**src/rtl/coh_pkg.sv**
```systemverilog
package coh_pkg;

   localparam int NSTAGE = 5;
   localparam int SIDX_W = 3;

   typedef enum logic [SIDX_W-1:0] {
      ST_VERTEX = 3'd0,
      ST_HULL   = 3'd1,
      ST_DOMAIN = 3'd2,
      ST_GEOM   = 3'd3,
      ST_PIXEL  = 3'd4
   } stage_e;

   // index of the most downstream set flag (0 when none)
   function automatic logic [SIDX_W-1:0] last_flag(input logic [NSTAGE-1:0] f);
      logic [SIDX_W-1:0] r;
      r = '0;
      for (int i = 0; i < NSTAGE; i++)
         if (f[i]) r = SIDX_W'(i);
      return r;
   endfunction

   // index of the most upstream set flag (0 when none)
   function automatic logic [SIDX_W-1:0] first_flag(input logic [NSTAGE-1:0] f);
      logic [SIDX_W-1:0] r;
      r = '0;
      for (int i = NSTAGE-1; i >= 0; i--)
         if (f[i]) r = SIDX_W'(i);
      return r;
   endfunction

endpackage

```
**src/rtl/coh_fifo.sv**
```systemverilog
module coh_fifo #(
   parameter int W     = 3,
   parameter int DEPTH = 4,
   localparam int PW   = (DEPTH > 1) ? $clog2(DEPTH) : 1,
   localparam int CW   = $clog2(DEPTH + 1)
) (
   input  logic          clk,
   input  logic          rst,
   input  logic          push,
   input  logic [W-1:0]  din,
   input  logic          pop,
   output logic [W-1:0]  dout,
   output logic [CW-1:0] count,
   output logic          empty
);

   if (DEPTH < 1) begin : g_bad_depth
      $error("coh_fifo: DEPTH must be at least 1");
   end

   logic [W-1:0]  mem [DEPTH];
   logic [PW-1:0] wr_p, rd_p, wr_n, rd_n;

   if ((DEPTH & (DEPTH - 1)) == 0 && DEPTH > 1) begin : g_pow2
      assign wr_n = wr_p + 1'b1;
      assign rd_n = rd_p + 1'b1;
   end else begin : g_wrap
      assign wr_n = (wr_p == PW'(DEPTH - 1)) ? '0 : wr_p + 1'b1;
      assign rd_n = (rd_p == PW'(DEPTH - 1)) ? '0 : rd_p + 1'b1;
   end

   assign empty = (count == '0);
   assign dout  = mem[rd_p];

   always_ff @(posedge clk) begin
      if (rst) begin
         wr_p  <= '0;
         rd_p  <= '0;
         count <= '0;
      end else begin
         if (push) begin
            mem[wr_p] <= din;
            wr_p      <= wr_n;
         end
         if (pop) rd_p <= rd_n;
         count <= count + CW'(push) - CW'(pop);
      end
   end

   AST_FIFO_NO_OVERFLOW: assert property (@(posedge clk) disable iff (rst)
      push && !pop |-> count < CW'(DEPTH));
   AST_FIFO_NO_UNDERFLOW: assert property (@(posedge clk) disable iff (rst)
      pop |-> !empty);

endmodule

```
**src/rtl/coh_flush_queue.sv**
```systemverilog
module coh_flush_queue #(
   parameter int DEPTH = 4,
   parameter int SW    = 3,
   localparam int PW   = (DEPTH > 1) ? $clog2(DEPTH) : 1,
   localparam int CW   = $clog2(DEPTH + 1)
) (
   input  logic          clk,
   input  logic          rst,
   input  logic          push,
   input  logic [SW-1:0] push_stage,
   output logic          out_valid,
   input  logic          out_ready,
   output logic [SW-1:0] out_stage,
   input  logic          ack,
   output logic          ack_take,
   output logic [SW-1:0] ack_stage,
   output logic [CW-1:0] count
);

   if (DEPTH < 1) begin : g_bad_depth
      $error("coh_flush_queue: DEPTH must be at least 1");
   end

   logic [SW-1:0] mem [DEPTH];
   logic [PW-1:0] wr_p, is_p, rd_p, wr_n, is_n, rd_n;
   logic [CW-1:0] in_air;   // issued, not yet acknowledged
   logic          issue;

   if ((DEPTH & (DEPTH - 1)) == 0 && DEPTH > 1) begin : g_pow2
      assign wr_n = wr_p + 1'b1;
      assign is_n = is_p + 1'b1;
      assign rd_n = rd_p + 1'b1;
   end else begin : g_wrap
      assign wr_n = (wr_p == PW'(DEPTH - 1)) ? '0 : wr_p + 1'b1;
      assign is_n = (is_p == PW'(DEPTH - 1)) ? '0 : is_p + 1'b1;
      assign rd_n = (rd_p == PW'(DEPTH - 1)) ? '0 : rd_p + 1'b1;
   end

   assign out_valid = (count != in_air);
   assign out_stage = mem[is_p];
   assign issue     = out_valid && out_ready;
   assign ack_take  = ack && (in_air != '0);
   assign ack_stage = mem[rd_p];

   always_ff @(posedge clk) begin
      if (rst) begin
         wr_p   <= '0;
         is_p   <= '0;
         rd_p   <= '0;
         count  <= '0;
         in_air <= '0;
      end else begin
         if (push) begin
            mem[wr_p] <= push_stage;
            wr_p      <= wr_n;
         end
         if (issue)    is_p <= is_n;
         if (ack_take) rd_p <= rd_n;
         count  <= count + CW'(push) - CW'(ack_take);
         in_air <= in_air + CW'(issue) - CW'(ack_take);
      end
   end

   AST_FQ_NO_OVERFLOW: assert property (@(posedge clk) disable iff (rst)
      count <= CW'(DEPTH));
   AST_FQ_HOLD_STEADY: assert property (@(posedge clk) disable iff (rst)
      out_valid && !out_ready |=> out_valid && $stable(out_stage));
   AST_FQ_AIR_BOUND: assert property (@(posedge clk) disable iff (rst)
      in_air <= count);

endmodule

```
**src/rtl/coh_sem_cell.sv**
```systemverilog
module coh_sem_cell #(
   parameter int W = 8
) (
   input  logic         clk,
   input  logic         rst,
   input  logic         inc,
   input  logic         dec,
   output logic [W-1:0] cnt,
   output logic         ovf,
   output logic         unf
);

   if (W < 2) begin : g_bad_w
      $error("coh_sem_cell: W must be at least 2");
   end

   always_comb begin
      ovf = inc && !dec && (cnt == '1);
      unf = dec && !inc && (cnt == '0);
   end

   always_ff @(posedge clk) begin
      if (rst)
         cnt <= '0;
      else if (inc && !dec && !ovf)
         cnt <= cnt + 1'b1;
      else if (dec && !inc && !unf)
         cnt <= cnt - 1'b1;
   end

   AST_SEM_NO_UNDERFLOW: assert property (@(posedge clk) disable iff (rst)
      dec && !inc |-> cnt != '0);
   AST_SEM_STEP: assert property (@(posedge clk) disable iff (rst)
      inc && !dec && !ovf |=> cnt == $past(cnt) + 1'b1);

endmodule

```
**src/rtl/coh_sem_tracker.sv**
```systemverilog
module coh_sem_tracker
   import coh_pkg::*;
#(
   parameter int CNT_W   = 8,
   parameter int MAX_OUT = 4,
   localparam int OCW    = $clog2(MAX_OUT + 1),
   localparam int OSW    = OCW + 1
) (
   input  logic                    clk,
   input  logic                    rst,
   input  logic                    cmd_valid,
   output logic                    cmd_ready,
   input  logic [NSTAGE-1:0]       cmd_uav,
   input  logic                    cmd_coh,
   input  logic [NSTAGE-1:0]       stage_done,
   output logic [NSTAGE-1:0]       hold_o,
   output logic                    flush_valid,
   input  logic                    flush_ready,
   output logic [SIDX_W-1:0]       flush_stage,
   input  logic                    flush_ack,
   output logic [NSTAGE*CNT_W-1:0] sem_o,
   output logic                    err_o
);

   if (CNT_W < 2) begin : g_bad_cnt_w
      $error("coh_sem_tracker: CNT_W must be at least 2");
   end
   if (MAX_OUT < 1) begin : g_bad_max
      $error("coh_sem_tracker: MAX_OUT must be at least 1");
   end
   if ((2 ** CNT_W) - 1 < MAX_OUT) begin : g_bad_range
      $error("coh_sem_tracker: CNT_W cannot hold MAX_OUT");
   end

   logic [CNT_W-1:0]  sem [NSTAGE];
   logic [NSTAGE-1:0] inc_v, dec_v, ovf_v, unf_v;

   logic              any_flag, want_hold, room, accept;
   logic [SIDX_W-1:0] first_idx, last_idx;
   logic [OCW-1:0]    draw_cnt, fq_cnt;
   logic [OSW-1:0]    occ;
   logic              draw_empty, done_hit;
   logic [SIDX_W-1:0] head_stage;
   logic              ack_take;
   logic [SIDX_W-1:0] ack_stage;
   logic              spurious;

   // ---------------- command admission and dispatch hold ----------------
   assign any_flag  = |cmd_uav;
   assign first_idx = first_flag(cmd_uav);
   assign last_idx  = last_flag(cmd_uav);
   assign want_hold = cmd_valid && cmd_coh && any_flag && (sem[first_idx] != '0);
   assign occ       = OSW'(draw_cnt) + OSW'(fq_cnt);
   assign room      = occ < OSW'(MAX_OUT);
   assign cmd_ready = !want_hold && (!any_flag || room);
   assign accept    = cmd_valid && cmd_ready;
   assign hold_o    = want_hold ? (NSTAGE'(1) << first_idx) : '0;

   // ---------------- pending draws, oldest first ----------------
   coh_fifo #(.W(SIDX_W), .DEPTH(MAX_OUT)) u_draws (
      .clk   (clk),
      .rst   (rst),
      .push  (accept && any_flag),
      .din   (last_idx),
      .pop   (done_hit),
      .dout  (head_stage),
      .count (draw_cnt),
      .empty (draw_empty)
   );

   assign done_hit = !draw_empty && stage_done[head_stage];

   // ---------------- flush issue and acknowledgement ----------------
   coh_flush_queue #(.DEPTH(MAX_OUT), .SW(SIDX_W)) u_flush (
      .clk        (clk),
      .rst        (rst),
      .push       (done_hit),
      .push_stage (head_stage),
      .out_valid  (flush_valid),
      .out_ready  (flush_ready),
      .out_stage  (flush_stage),
      .ack        (flush_ack),
      .ack_take   (ack_take),
      .ack_stage  (ack_stage),
      .count      (fq_cnt)
   );

   assign spurious = flush_ack && !ack_take;

   // ---------------- per-stage semaphores ----------------
   for (genvar s = 0; s < NSTAGE; s++) begin : g_stage
      assign inc_v[s] = accept && (|(cmd_uav >> s));
      assign dec_v[s] = ack_take && (ack_stage >= SIDX_W'(s));

      coh_sem_cell #(.W(CNT_W)) u_cell (
         .clk (clk),
         .rst (rst),
         .inc (inc_v[s]),
         .dec (dec_v[s]),
         .cnt (sem[s]),
         .ovf (ovf_v[s]),
         .unf (unf_v[s])
      );

      assign sem_o[s*CNT_W +: CNT_W] = sem[s];
   end

   // ---------------- sticky error ----------------
   always_ff @(posedge clk) begin
      if (rst)
         err_o <= 1'b0;
      else if (spurious || (|ovf_v) || (|unf_v))
         err_o <= 1'b1;
   end

   AST_HOLD_ONEHOT: assert property (@(posedge clk) disable iff (rst)
      $onehot0(hold_o));
   AST_HOLD_BLOCKS: assert property (@(posedge clk) disable iff (rst)
      hold_o != '0 |-> !cmd_ready);
   AST_OCC_LIMIT: assert property (@(posedge clk) disable iff (rst)
      occ <= OSW'(MAX_OUT));
   AST_NOFLAG_QUIET: assert property (@(posedge clk) disable iff (rst)
      accept && !any_flag && !flush_ack |=> $stable(sem_o));
   AST_DONE_FLUSH: assert property (@(posedge clk) disable iff (rst)
      done_hit |=> flush_valid);
   AST_ERR_STICKY: assert property (@(posedge clk) disable iff (rst)
      err_o |=> err_o);

endmodule

```
**config.mk**
```make
export PLATFORM = sky130hd
export DESIGN_NAME = coh_sem_tracker
export DESIGN_NICKNAME = d
export VERILOG_FILES = /design/src/rtl/coh_pkg.sv /design/src/rtl/coh_fifo.sv /design/src/rtl/coh_flush_queue.sv /design/src/rtl/coh_sem_cell.sv /design/src/rtl/coh_sem_tracker.sv
export SDC_FILE = /design/constraint.sdc
export NUM_CORES = 1
export LEC_CHECK = 0
export ABC_AREA = 1
export BUFFER_PORTS_ARGS = -buffer_cell sky130_fd_sc_hd__buf_2
export CORE_MARGIN = 1
export CORE_UTILIZATION = 35
export CTS_CLUSTER_SIZE = 20
export DETAILED_ROUTE_END_ITERATION = 8
export GPL_ROUTABILITY_DRIVEN = 0
export HOLD_SLACK_MARGIN = 0.03
export PLACE_DENSITY = 0.58
export SLEW_MARGIN = 20
export SYNTH_ARGS = -nofsm -noshare
export SYNTH_HDL_FRONTEND = slang
export SYNTH_HIERARCHICAL = 1
export SYNTH_SLANG_ARGS = --single-unit
export TNS_END_PERCENT = 1
```
**constraint.sdc**
```tcl
create_clock -name clk -period 3.8 [get_ports clk]
set_input_delay 0.57 -clock clk [delete_from_list [all_inputs] [get_ports clk]]
set_output_delay 0.57 -clock clk [all_outputs]
set_load 0.05 [all_outputs]
```
Word-level counts from Yosys, hierarchy flattened
Memory sizes are Yosys's and may differ from the RTL's. A register that Yosys moved wholly into a read port is not among the register bits.
Cells that the tools add are included.
{"block": "classes", "bitwise_logic": 1, "magnitude_cmp": 8, "n_mux": 37, "shifts": 1, "n_addsub": 22, "eq_ne": 6, "reduce_logical": 95}
{"op": "8-bit 2-to-1 mux", "n": 12}
{"op": "1-bit logical AND", "n": 49}
{"op": "8-bit by 1-bit adder with 8-bit output, second input constant", "n": 5}
{"op": "8-bit == test, second input constant", "n": 5}
{"op": "8-bit zero test", "n": 5}
{"op": "8-bit by 1-bit subtractor with 8-bit output, second input constant", "n": 5}
{"op": "8-bit binary-select mux with 3-bit select", "n": 1}
{"op": "1-bit zero test", "n": 24}
{"op": "3-bit 2-to-1 mux", "n": 7}
{"op": "5-bit OR reduction", "n": 3}
{"op": "2-bit 2-to-1 mux", "n": 7}
{"op": "2-bit by 1-bit adder with 2-bit output, second input constant", "n": 5}
{"op": "2-bit nonzero test", "n": 5}
{"op": "3-bit by 1-bit adder with 3-bit output", "n": 3}
{"op": "3-bit by 1-bit subtractor with 3-bit output", "n": 3}
{"op": "1-bit 2-to-1 mux", "n": 8}
{"op": "8-bit nonzero test", "n": 1}
{"op": "3-bit by 1-bit greater-or-equal comparator with 1-bit output, second input constant", "n": 2}
{"op": "3-bit by 2-bit greater-or-equal comparator with 1-bit output, second input constant", "n": 2}
{"op": "5-bit 2-to-1 mux", "n": 1}
{"op": "1-bit by 3-bit left shift with 5-bit output, first input constant", "n": 1}
{"op": "3-bit by 3-bit adder with 4-bit output", "n": 1}
{"op": "4-bit greater-or-equal comparator, second input constant", "n": 1}
{"op": "3-bit by 4-bit < comparator with 1-bit output, second input constant", "n": 1}
{"op": "other kinds (11)", "n": 13}
{"block": "totals", "in_bits": 16, "output_inout_bits": 51, "mem_bits_rw": 24, "word_cells": 186, "mem_count": 2, "ff_bits": 60}
{"name": "u_draws.mem", "words": 4, "word_bits": 3, "read_ports": 1, "rd_clocked_by_memory_dff": 1, "wr": 1, "line_no": "coh_fifo.sv:21", "rtl": "logic [W-1:0] mem [DEPTH];"}
{"name": "u_flush.mem", "words": 4, "word_bits": 3, "read_ports": 2, "rd_clocked_by_memory_dff": 2, "wr": 1, "line_no": "coh_flush_queue.sv:24", "rtl": "logic [SW-1:0] mem [DEPTH];"}

Logic depth before layout (Yosys ltp)
Gate-level depths: netlist of the first run.
{"block": "logic_depth", "ltp_word": 22, "mapped_depth": 23, "depth_no_buf": 23}

Cells and area by module
Netlist of the first run, hierarchy kept.
{"module": "coh_sem_cell", "instances": 5, "cells_per_inst": 104, "seq_area_each_um2": 160.2, "area_per_inst_um2": 666.9}
{"module": "coh_flush_queue", "instances": 1, "cells_per_inst": 144, "seq_area_each_um2": 680.7, "area_per_inst_um2": 1293.7}
{"module": "coh_fifo", "instances": 1, "cells_per_inst": 89, "seq_area_each_um2": 540.5, "area_per_inst_um2": 920.9}
{"module": "coh_sem_tracker", "instances": 1, "cells_per_inst": 118, "seq_area_each_um2": 20.0, "area_per_inst_um2": 588.1}

Worst setup path after synthesis of the first run
No wires, ideal clock.
{"block": "synth_timing", "path_type": "register -> register", "start": "register g_stage[0].u_cell.cnt[2]", "end": "register g_stage[0].u_cell.cnt[7]", "slack_ps": 702, "setup_ps": 117, "n_path_buf": 0, "required_time_ps": 3683, "path_stages_with_launch": 22, "arrival_ps": 2981, "period_less_slack_ps": 3098, "cell_sequence": "dfxtp_1 -> or2_1 -> nor2_1 -> nand2_1 -> nand2_1 -> nand2_1 -> nor2_1 -> nand2_1 -> nand2_4 -> nand3_4 -> nor2_1 -> inv_1 -> nor2_1 -> nand2_2 -> ha_1 -> or2_2 -> nand3_1 -> nand2_1 -> nand2_1 -> nand3_1 -> nand2_1 -> nor2_1"}
{"block": "synth_between", "elab_chain_len": 15, "elab_cells_between_ends": 25, "cone_classes": "2 x add/sub; 1 x eq/ne; 5 x mux; 17 x reduce/logical"}
{"element": "start: declaration", "line_no": "coh_sem_cell.sv:8", "rtl": "output logic [W-1:0] cnt,"}
{"element": "start signal: assignment", "line_no": "coh_sem_cell.sv:26", "rtl": "cnt <= cnt + 1'b1;"}
{"element": "start signal: assignment", "line_no": "coh_sem_cell.sv:28", "rtl": "cnt <= cnt - 1'b1;"}
{"element": "8-bit binary-select mux with 3-bit select (*)", "line_no": "coh_sem_tracker.sv:52", "rtl": "assign want_hold = cmd_valid && cmd_coh && any_flag && (sem[first_idx] != '0);"}
{"element": "8-bit 2-to-1 mux (not written as such) (*) (2 in a row)", "line_no": "coh_sem_tracker.sv:52"}
{"element": "8-bit nonzero test (*)", "line_no": "coh_sem_tracker.sv:52"}
{"element": "1-bit logical AND (*)", "line_no": "coh_sem_tracker.sv:52"}
{"element": "1-bit zero test (*)", "line_no": "coh_sem_tracker.sv:55", "rtl": "assign cmd_ready = !want_hold && (!any_flag || room);"}
{"element": "1-bit logical AND (*)", "line_no": "coh_sem_tracker.sv:55"}
{"element": "1-bit logical AND (*)", "line_no": "coh_sem_tracker.sv:56", "rtl": "assign accept = cmd_valid && cmd_ready;"}
{"element": "1-bit logical AND (*)", "line_no": "coh_sem_tracker.sv:92", "rtl": "assign inc_v[s] = accept && (|(cmd_uav >> s));"}
{"element": "net inc_v[0]", "line_no": "coh_sem_tracker.sv:36", "rtl": "logic [NSTAGE-1:0] inc_v, dec_v, ovf_v, unf_v;"}
{"element": "1-bit zero test", "line_no": "coh_sem_cell.sv:19, coh_sem_cell.sv:27"}
{"element": "1-bit logical AND", "line_no": "coh_sem_cell.sv:19, coh_sem_cell.sv:27"}
{"element": "1-bit logical AND", "line_no": "coh_sem_cell.sv:19", "rtl": "unf = dec && !inc && (cnt == '0);"}
{"element": "1-bit zero test", "line_no": "coh_sem_cell.sv:27", "rtl": "else if (dec && !inc && !unf)"}
{"element": "1-bit logical AND", "line_no": "coh_sem_cell.sv:27"}
{"element": "2-bit nonzero test (no line)"}
Mark *: on every way through the listed nets, which the timed path passes. The rest lies on a longest branch. The select of a mux whose other input is x is not followed.
A chain may end at the register's enable or synchronous reset.

Worst setup path after layout of the first run
{"block": "layout_timing", "start": "register u_flush.count[1]", "end": "register g_stage[2].u_cell.cnt[5]"}
{"block": "layout_between", "elab_chain_len": 12, "elab_cells_between_ends": 17, "cone_classes": "1 x add/sub; 1 x order compare; 1 x mux; 14 x reduce/logical"}
{"element": "start: declaration", "line_no": "coh_flush_queue.sv:17", "rtl": "output logic [CW-1:0] count"}
{"element": "start signal: assignment", "line_no": "coh_flush_queue.sv:59", "rtl": "count <= count + CW'(push) - CW'(ack_take);"}
{"element": "3-bit by 3-bit adder with 4-bit output (*)", "line_no": "coh_sem_tracker.sv:53", "rtl": "assign occ = OSW'(draw_cnt) + OSW'(fq_cnt);"}
{"element": "4-bit by 3-bit < comparator with 1-bit output (*)", "line_no": "coh_sem_tracker.sv:54", "rtl": "assign room = occ < OSW'(MAX_OUT);"}
{"element": "1-bit logical OR (*)", "line_no": "coh_sem_tracker.sv:55"}
{"element": "1-bit logical AND (*)", "line_no": "coh_sem_tracker.sv:55"}
{"element": "1-bit logical AND (*)", "line_no": "coh_sem_tracker.sv:56"}
{"element": "1-bit logical AND (*)", "line_no": "coh_sem_tracker.sv:92"}
{"element": "net inc_v[2]", "line_no": "coh_sem_tracker.sv:36"}
{"element": "1-bit zero test", "line_no": "coh_sem_cell.sv:19, coh_sem_cell.sv:27"}
{"element": "1-bit logical AND", "line_no": "coh_sem_cell.sv:19, coh_sem_cell.sv:27"}
{"element": "1-bit logical AND", "line_no": "coh_sem_cell.sv:19"}
{"element": "1-bit zero test", "line_no": "coh_sem_cell.sv:27"}
{"element": "1-bit logical AND", "line_no": "coh_sem_cell.sv:27"}
{"element": "2-bit nonzero test (no line)"}
{"element": "end signal: assignment", "line_no": "coh_sem_cell.sv:26"}
{"element": "end signal: assignment", "line_no": "coh_sem_cell.sv:28"}
{"element": "end: declaration", "line_no": "coh_sem_cell.sv:8"}
Mark *: on every way through the listed nets, which the timed path passes. The rest lies on a longest branch.

==> results of run 1 <==
[path summary, 6_finish.rpt]
path / startpoint / endpoint / slack (ps)
max reg2reg: u_flush/count[1] / g_stage[2].u_cell/cnt[5] / 530
min reg2reg: u_flush/rd_p[1] / u_flush/rd_p[1] / 470
min: u_flush/rd_p[1] / u_flush/rd_p[1] / 470
max: u_flush/count[1] / g_stage[2].u_cell/cnt[5] / 530
[synthesized netlist by cell type, drive strengths merged, types with 2 or more instances]
master,n
nand2,190
nor2,176
inv,117
o21ai,72
dfxtp,66
a21oi,49
ha,46
nand3,36
edfxtp,24
nand4,12
xnor2,12
nor3,11
or2,9
fa,8
xor2,8
buf,7
nor4,7
o22ai,6
o21bai,5
nor3b,2
[kinds of logic after synthesis]
group / count (synthesis)
AND/OR/NAND/NOR: 446
AO/OA/AOI/OAI: 137
buffers and inverters: 124
flip-flops: 90
adder cells (fa/ha/maj): 54
XOR/XNOR: 20
[state kept, by name, indices dropped and copies added (netlist names), named ones only]
name                flops
g_stage.u_cell/cnt     40
u_draws/mem            12
u_flush/mem            12
u_draws/count           3
u_flush/count           3
u_flush/in_air          3
u_draws/rd_p            2
u_draws/wr_p            2
u_flush/is_p            2
u_flush/rd_p            2
u_flush/wr_p            2
err_o                   1
[final cells by class]
| cell class | count | area (um2) |
|---|---|---|
| Sequential cell | 90 | 2040 |
| Clock buffer | 9 | 225 |
| Inverter | 117 | 439 |
| Timing Repair Buffer | 69 | 353 |
| Fill cell | 1831 | 10300 |
| Multi-Input combinational cell | 657 | 3580 |
| Clock inverter | 7 | 50.0 |
| Tap cell | 225 | 282 |
| Antenna cell | 1 | 2.50 |
[worst max-delay path: cells and delay by family (launching register included)]
family / cells / cell delay [ps]
compound gates: 2 / 620
flops: 1 / 390
fa+ha+maj: 2 / 620
buf+inv: 1 / 80
simple gates: 11 / 1470
[metrics by stage]
stage	instance area [um2]	worst slack, ps
4_1_cts	6970	511
5_1_grt	6980	130
2_1_floorplan	6140	702
3_5_place_dp	6700	443
3_3_place_gp	6700	476
6_report	6980	526
[per-layer routing]
metal / share of wire [%] / global-route usage (%)
met4: 1.6 / 6.30
met1: 48 / 21.5
met3: 3.2 / 2.95
met2: 47 / 28.4
met5: 0.090 / 0
==> out/metrics.yaml, run 1 <==
status: "finished, final reports clean"
post_cts_buffers: 0
synth_top_flop_cell: "dfxtp_1"
slew_headroom_pct: 57.0
clockBufferDepth: 2
cts.sinks: 90
start_kind: "flip-flop"
wl_per_cell_um: 12.3
min_path_type: "reg2reg"
synth_simple_gate_area_share_pct: 31.4
ys_types: 40
worstSkewPairLatency_ps: 350
cts_htree_levels: 3
num_rows: 48
synth-edff-count: 24
final_cell_mix: "nand2_1, nor2_1, inv_1"
grt_pass1_wl_um: 24200
initial_core_util_pct: 35.6
clk_pin_slew_ps: 70
synth_top_area_share_pct: 21.5
nNetsFinal: 1014
post-route-period-util_pct: 86.2
synth_top_family_by_area: "simple AND/OR/NAND/NOR gates"
synth-seq-cells: 90
slew_viol_final: 0
cp_slowest_cell: "o41ai_1"
die_area_um2: 18100
synthCells: 871
grt.overflow.total: 0
synth_xor_area_share_pct: 2.85
crit_top_cell: "nor2_1"
vias: 5480
yosys.area.top_type: "dfxtp_1"
synth.avg_cell_area_um2: 7.05
synthAdderAreaFrac_pct: 12.0
min_path_cells: 2
cp.required_ps: 4050
fin_worst_skew_ps: 8.07
cp_cell_sequence: "ha_1 > and3_1 > o41ai_1 > nand3_4 > nor2_1 > inv_1 > nor2_1 > nand2_2 > ha_1 > or2_2 > nand2_1 > o21bai_1 > nand2_1 > nand2_2 > nor2_1 > nor2_1"
coreArea_um2: 17200
grt.total_usage_pct: 16.9
ioPinCount: 67
setup_viol: 0
worstPathArrival_ps: 3520
vias_per_cell: 4.66
yosys-top-cells-area: "dfxtp_1, edfxtp_1, nand2_1, nor2_1, ha_1"
drv_cap: 0
antenna_found_initial: 2
rsz0062_at_grt: "no"
max_freq_mhz: 305
setup_tns_ps: 0
dr.pass1.iters: 5
die_x_um: 134
cts_hold_buffers: 0
syn-num-nets: 941
max_stage_delay_ps: 530
area_growth_pct: 13.7
layout_min_cycle_time_ps: 3270
root_buffer: "clkbuf_16"
worst_pin_slew_ps: 636
path_class: "reg2reg"
endpoint_kind: "flip-flop"
drive_gt1_share_pct: 13.9
holdWs_ps: 474
fp.dieH_um: 134
cp_max_fo: 9
layoutNonFillerInstCount: 1175
dp.cells: 1158
dr.first_iter.drc_count: 209
final_common_cell: "nand2_1"
drc: 0
synth_compound_area_share_pct: 12.1
synth_warnings: 6
async_flop_share_pct: 0
ys_seq_area_share_pct: 33.3
io_buffer_count: 66
grt_max_degree: 24
hold_violations: 0
r2r_cells: 16
drt_wl_total_um: 14400
synth_mux_area_share_pct: 0
utilization_pct: 40.5
first_global_vias: 5085
dp_hpwl_um: 11200
ant_nets: 0
cts_made_buffers: 9
tritoncts: "yes"
synth.cell_area_um2: 6140
cts-resized-gates: 0
Power of run 1 is not shown: default switching activity piles up to over one toggle a cycle in this logic, so the estimate is an artifact.
==> inputs of run 2 (changes only) <==
- MAX_ROUTING_LAYER: not set -> met4
==> out/metrics.yaml, run 2 (synthesis results as in run 1) <==
final_common_cell: "nand2_1"
vias_per_cell: 4.65  # -0.34%
worst_pin_slew_ps: 626  # -10.5 ps
dr.first_iter.drc_count: 215  # +2.9%
worstHoldStart: "u_flush/rd_p[1]"
dr.max_layer_used: "met4"
cts_htree_levels: 3  # unchanged
fillers: 1831  # unchanged
final_area_um2: 6980  # about the same
tritoncts: "yes"
worst-r2r-setup-slack_ps: 520  # about the same
grt_pass1_wl_um: 24200  # about the same
slew_headroom_pct: 57.7  # +0.71 points
cts.sinks: 90  # unchanged
coreArea_um2: 17200  # unchanged
clk_pin_slew_ps: 70  # about the same
dr_wl_met2_um: 6700  # -0.73%
first_global_vias: 5076  # -0.18%
grt.total_usage_pct: 17.4  # +0.55 points
die_area_um2: 18100  # unchanged
largest_reg_flops: 40  # unchanged
setup_viol: 0  # unchanged
post_cts_buffers: 0  # unchanged
wl_per_cell_um: 12.3  # about the same
status: "finished, final reports clean"
die_x_um: 134  # unchanged
min_path_type: "reg2reg"
io_buffer_count: 66  # unchanged
cts-resized-gates: 0  # unchanged
max_stage_delay_ps: 520  # about the same
grt.overflow.total: 0  # unchanged
placed_area_um2: 6700  # unchanged
area_growth_pct: 13.7  # about the same
path_class: "reg2reg"
dp_hpwl_um: 11200  # unchanged
r2r_cells: 16  # unchanged
drt_wl_total_um: 14400  # about the same
ff_latch_area_um2: 2040  # unchanged
fp.dieH_um: 134  # unchanged
root_buffer: "clkbuf_16"
worstSkewPairLatency_ps: 350  # about the same
endpoint_kind: "flip-flop"
slew_viol_final: 0  # unchanged
cp_cell_sequence: "ha_1 > and3_1 > o41ai_1 > nand3_4 > nor2_1 > inv_1 > nor2_1 > nand2_2 > ha_1 > or2_2 > nand2_1 > o21bai_1 > nand2_1 > nand2_2 > nor2_1 > nor2_1"
start_kind: "flip-flop"
reg_top3: "g_stage.u_cell/cnt x40, u_draws/mem x12, u_flush/mem x12"
crit_top_cell: "nor2_1"
ant_nets: 0  # unchanged
setup_tns_ps: 0  # unchanged
regMostFlops: "g_stage.u_cell/cnt"
drc: 0  # unchanged
drive_gt1_share_pct: 13.9  # unchanged
layout_min_cycle_time_ps: 3280  # +5.88 ps
worstPathArrival_ps: 3530  # about the same
drv_cap: 0  # unchanged
cp.required_ps: 4050  # about the same
r2r_end: "g_stage[2].u_cell/cnt[5]"
rsz0062_at_grt: "no"
met3_length_um: 485  # +4.5%
grt_max_degree: 24  # unchanged
cts_hold_buffers: 0  # unchanged
multiInputGateArea_um2: 3580  # unchanged
clockBufferDepth: 2  # unchanged
min_path_cells: 2  # unchanged
vias: 5466  # -0.26%
initial_core_util_pct: 35.6  # unchanged
post-route-period-util_pct: 86.3  # +0.15 points
hold_violations: 0  # unchanged
utilization_pct: 40.5  # about the same
ioPinCount: 67  # unchanged
cp_max_fo: 9  # unchanged
rr_startpoint: "u_flush/count[1]"
dr.pass1.iters: 5  # unchanged
fin_worst_skew_ps: 8.14  # +0.0648 ps
met1_length_um: 7010  # +0.57%
cp_slowest_cell: "o41ai_1"
num_rows: 48  # unchanged
max_freq_mhz: 305  # -0.18%
hold_end: "u_flush/rd_p[1]"
cts_made_buffers: 9  # unchanged
nNetsFinal: 1014  # unchanged
final_cell_mix: "nand2_1, nor2_1, inv_1"
antenna_found_initial: 2  # unchanged
-- run 2: cell count changes in the layout (fill, tap and decap cells not counted) --
| cell | change |
|---|---|
| diode_2 | +1 |
-- run 2: worst max-delay path: cells and delay by family (launching register included) --
kind	cells	cell delay [ps]
compound gates	2	610
buf+inv	1	90
simple gates	11	1470
flops	1	390
fa+ha+maj	2	620
-- run 2: worst max-delay path by stage --
stage               cells past startpoint                startpoint                       end
floorplan                              21  g_stage[0].u_cell/cnt[2]  g_stage[0].u_cell/cnt[7]
global placement                       23                cmd_uav[1]  g_stage[2].u_cell/cnt[5]
detailed placement                     22                cmd_uav[3]  g_stage[2].u_cell/cnt[6]
CTS                                    17          u_draws/count[1]  g_stage[2].u_cell/cnt[6]
global route                           17          u_draws/count[1]  g_stage[4].u_cell/cnt[6]
finish                                 16          u_flush/count[1]  g_stage[2].u_cell/cnt[5]
-- run 2: area by class of cell --
type | instances | area share, %
clock inverter | 7 | 0.717
sequential | 90 | 29.3
clock buffer | 9 | 3.23
inverter | 117 | 6.29
tap | 225 | 4.03
antenna | 2 | 0.0717
timing repair buffer | 69 | 5.06
multi-input combinational | 657 | 51.3
-- run 2: metrics by stage --
stage	std cells	hold slack [ps]	setup WS, ps
4_1_cts	1174	465	511
5_1_grt	1176	498	128
6_report	1176	474	520
2_1_floorplan	871	433	702
3_3_place_gp	1158	448	476
3_5_place_dp	1158	455	443
-- run 2: layer usage --
layer / GRT usage (%) / vias up
met1: 21.7 / 2397
met5: - / -
li1: - / 2985
met2: 28.3 / 70
met3: 2.99 / 14
met4: 6.30 / 0
Power of run 2 is left out for the same reason.
==> inputs of run 3 (changes only) <==
- SYNTH_HIERARCHICAL: 1 -> not set
==> out/metrics.yaml, run 3 <==
status: "finished, final reports clean"
max_freq_mhz: 286  # -6.1%
endpoint_kind: "flip-flop"
clockPowerShare_pct: 13.4
vias: 4868  # -11%
seqPwrFrac_pct: 24.5
cp_cell_sequence: "ha_1 > nand2_1 > nor2_1 > o41ai_4 > nand3_4 > nor2_2 > nand3b_4 > ha_1 > a21oi_1 > nand2_1 > a21o_1 > a21oi_1 > nor2_1 > nor2_1 > o21bai_1 > o21ai_0 > nand3_1 > nand2_1 > nor2_1"
hold_violations: 0  # unchanged
yosys.area.top_type: "dfxtp_1"
drt_wl_total_um: 13300  # -8.0%
r2r_cells: 19  # +3
antenna_cells: 0  # -2
worst-r2r-setup-slack_ps: 310  # -210 ps
cp_max_fo: 5  # -4
synth.cell_area_um2: 5850  # -4.7%
largest_reg_flops: 40  # unchanged
ioPinCount: 67  # unchanged
worstHoldStart: "u_draws.rd_p[1]"
syn-num-nets: 803  # -15%
p_int_uw: 3270
clk_pin_slew_ps: 70  # about the same
grt.overflow.total: 0  # unchanged
layout_min_cycle_time_ps: 3490  # +211 ps
worstPathArrival_ps: 3730  # +200 ps
path_class: "reg2reg"
grt_pass1_wl_um: 22600  # -6.8%
min_path_cells: 1  # -1
antenna_found_initial: 0  # -2
cts_made_buffers: 9  # unchanged
reg_top3: "g_stage.u_cell.cnt x40, u_draws.mem x12, u_flush.mem x12"
synth_top_area_share_pct: 22.6  # +1.1 points
leakage_uw: 0.00318
worst_pin_slew_ps: 616  # -10.4 ps
final_common_cell: "inv_1"
rr_startpoint: "u_draws.count[1]"
dr.first_iter.drc_count: 229  # +6.5%
ys_types: 45  # +13%
crit_start: "u_draws.count[1]"
utilization_pct: 41.9  # +1.4 points
pwr_density_cell_nw_per_um2: 999
cp-endpoint: "g_stage[2].u_cell.cnt[7]"
clockBufferDepth: 2  # unchanged
fin_worst_skew_ps: 9.86  # +1.72 ps
ant_nets: 0  # unchanged
final_cell_mix: "inv_1, nor2_1, nand2_1"
crit_family: "compound AO/OA/AOI/OAI gates"
fp.dieH_um: 131  # -2.4%
regMostFlops: "g_stage.u_cell.cnt"
wl_per_cell_um: 12.9  # +4.8%
num_rows: 46  # -4.2%
dr.pass1.iters: 6  # +1
post-route-period-util_pct: 91.9  # +5.6 points
slew_headroom_pct: 59.0  # +1.2 points
root_buffer: "clkbuf_16"
synth_warnings: 0  # -6
start_kind: "flip-flop"
yosysMostFrequentCell: "inv_1"
grt_max_degree: 31  # +29%
crit_top_cell: "nor2_1"
synth_top_flop_cell: "dfxtp_1"
initial_core_util_pct: 36.3  # +0.68 points
cp.depth: 19  # +3
io_buffer_count: 66  # unchanged
dp.cells: 1014  # -12%
async_flop_share_pct: 0  # unchanged
coreArea_um2: 16100  # -6.5%
dp_hpwl_um: 10200  # -9.0%
cts_htree_levels: 3  # unchanged
tritoncts: "yes"
min_path_type: "reg2reg"
p_sw_share_pct: 51.5
cts_hold_buffers: 0  # unchanged
synth.top_cells.by_count: "inv_1, nor2_1, nand2_1, a21oi_1, dfxtp_1"
drv_cap: 0  # unchanged
first_global_vias: 4629  # -8.8%
setup_viol: 0  # unchanged
yosys-top-cells-area: "dfxtp_1, edfxtp_1, ha_1, inv_1, a21oi_1"
synth-seq-cells: 90  # unchanged
nNetsFinal: 881  # -13%
ys_seq_area_share_pct: 34.9  # +1.7 points
cp.required_ps: 4040  # about the same
fin_ws_ps: 309  # -211 ps
synthCells: 733  # -16%
place_ws_ps: 109  # -334 ps
r2r_end: "g_stage[2].u_cell.cnt[7]"
synth-edff-count: 24  # unchanged
cts.sinks: 90  # unchanged
synth.avg_cell_area_um2: 7.98  # +13%
slew_viol_final: 0  # unchanged
area_growth_pct: 15.6
path_buf_inv: 0  # -1
switching_power_uw: 3480
cp_slowest_cell: "o41ai_4"
grt.total_usage_pct: 16.6  # -0.79 points
max_stage_delay_ps: 460  # -60 ps
die_area_um2: 17200  # -4.7%
drc: 0  # unchanged
peakVddDrop_uv: 596
drive_gt1_share_pct: 16.8  # +2.9 points
pwr-share-comb_pct: 62.1
vias_per_cell: 4.72  # +1.5%
die_x_um: 131  # -2.4%
worstSkewPairLatency_ps: 350  # about the same
layoutNonFillerInstCount: 1032  # -12%
[run 3: cell types whose count changed after synthesis, sizes merged, moves of 6 or more]
cell and change:
or2 -8, clkbuf +7, nand3b +6, nor2 -74, nand2 -102, xor2 +9
nor4 -6, a21oi +26, inv -8
[run 3: cell families after synthesis]
| group | after synthesis | synth area share (%) |
|---|---|---|
| simple gates | 262 | 22.7 |
| compound gates | 170 | 16.1 |
| buf+inv | 126 | 9.07 |
| flops | 90 | 34.9 |
| fa+ha+maj | 54 | 12.6 |
| xor+xnor | 31 | 4.64 |
[run 3: repair_timing]
item                                    CTS  global route
endpoints found under the setup margin    0             3
buffers inserted                          0             2
gates resized for setup                   0             4
[run 3: layout make-up]
type	instances	area, um2
clock buffers	10	229
clock inverters	6	67.6
fillers	1707	9360
inverters	111	418
multi-input cells	517	3280
flip-flops and latches	90	2040
well taps	216	270
repair buffers	82	450
[run 3: how the worst min path moves through the flow]
stage                       to  slack [ps]
6_report             flip-flop         430
5_1_grt              flip-flop         460
4_1_cts              flip-flop         440
3_5_place_dp   u_draws.rd_p[1]         440
3_3_place_gp   u_draws.rd_p[1]         430
2_1_floorplan        flip-flop         410
[run 3: worst register-to-register path, stage by stage, from the launching register on]
cell	delay, ps
dfxtp_1	390
ha_1	250
nand2_1	60
nor2_1	60
o41ai_4	460
nand3_4	170
nor2_2	180
nand3b_4	140
ha_1	350
a21oi_1	160
nand2_1	100
a21o_1	160
a21oi_1	190
nor2_1	60
nor2_1	90
o21bai_1	80
o21ai_0	230
nand3_1	110
nand2_1	90
nor2_1	50
[run 3: per-layer routing]
layer | vias up | track usage, % | part of all wire [%]
li1 | 2615 | - | -
met1 | 2166 | 21.1 | 50
met2 | 73 | 26.8 | 45
met3 | 14 | 3.74 | 3.8
met4 | 0 | 3.81 | 1.0
met5 | - | - | 0
[run 3: power groups by stage]
stage | combinational [uW] | clock (uW) | sequential (uW)
2_1_floorplan | 2770 | 0 | 2230
3_3_place_gp | 4140 | 0 | 1680
3_5_place_dp | 4170 | 0 | 1680
4_1_cts | 4190 | 941 | 1660
5_1_grt | 4730 | 977 | 1720
6_report | 4190 | 904 | 1660
[run 3: stage by stage]
stage / total power [uW] / hold slack [ps] / setup TNS [ps] / cell area, um2
final: 6750 / 432 / 0 / 6760
after global routing: 7420 / 458 / -0.781 / 6760
after CTS: 6790 / 441 / 0 / 6740
after detailed placement: 5850 / 439 / 0 / 6440
after global placement: 5820 / 428 / 0 / 6440
after floorplan: 5000 / 412 / 0 / 5850
Power figures use the tool's default switching activity.
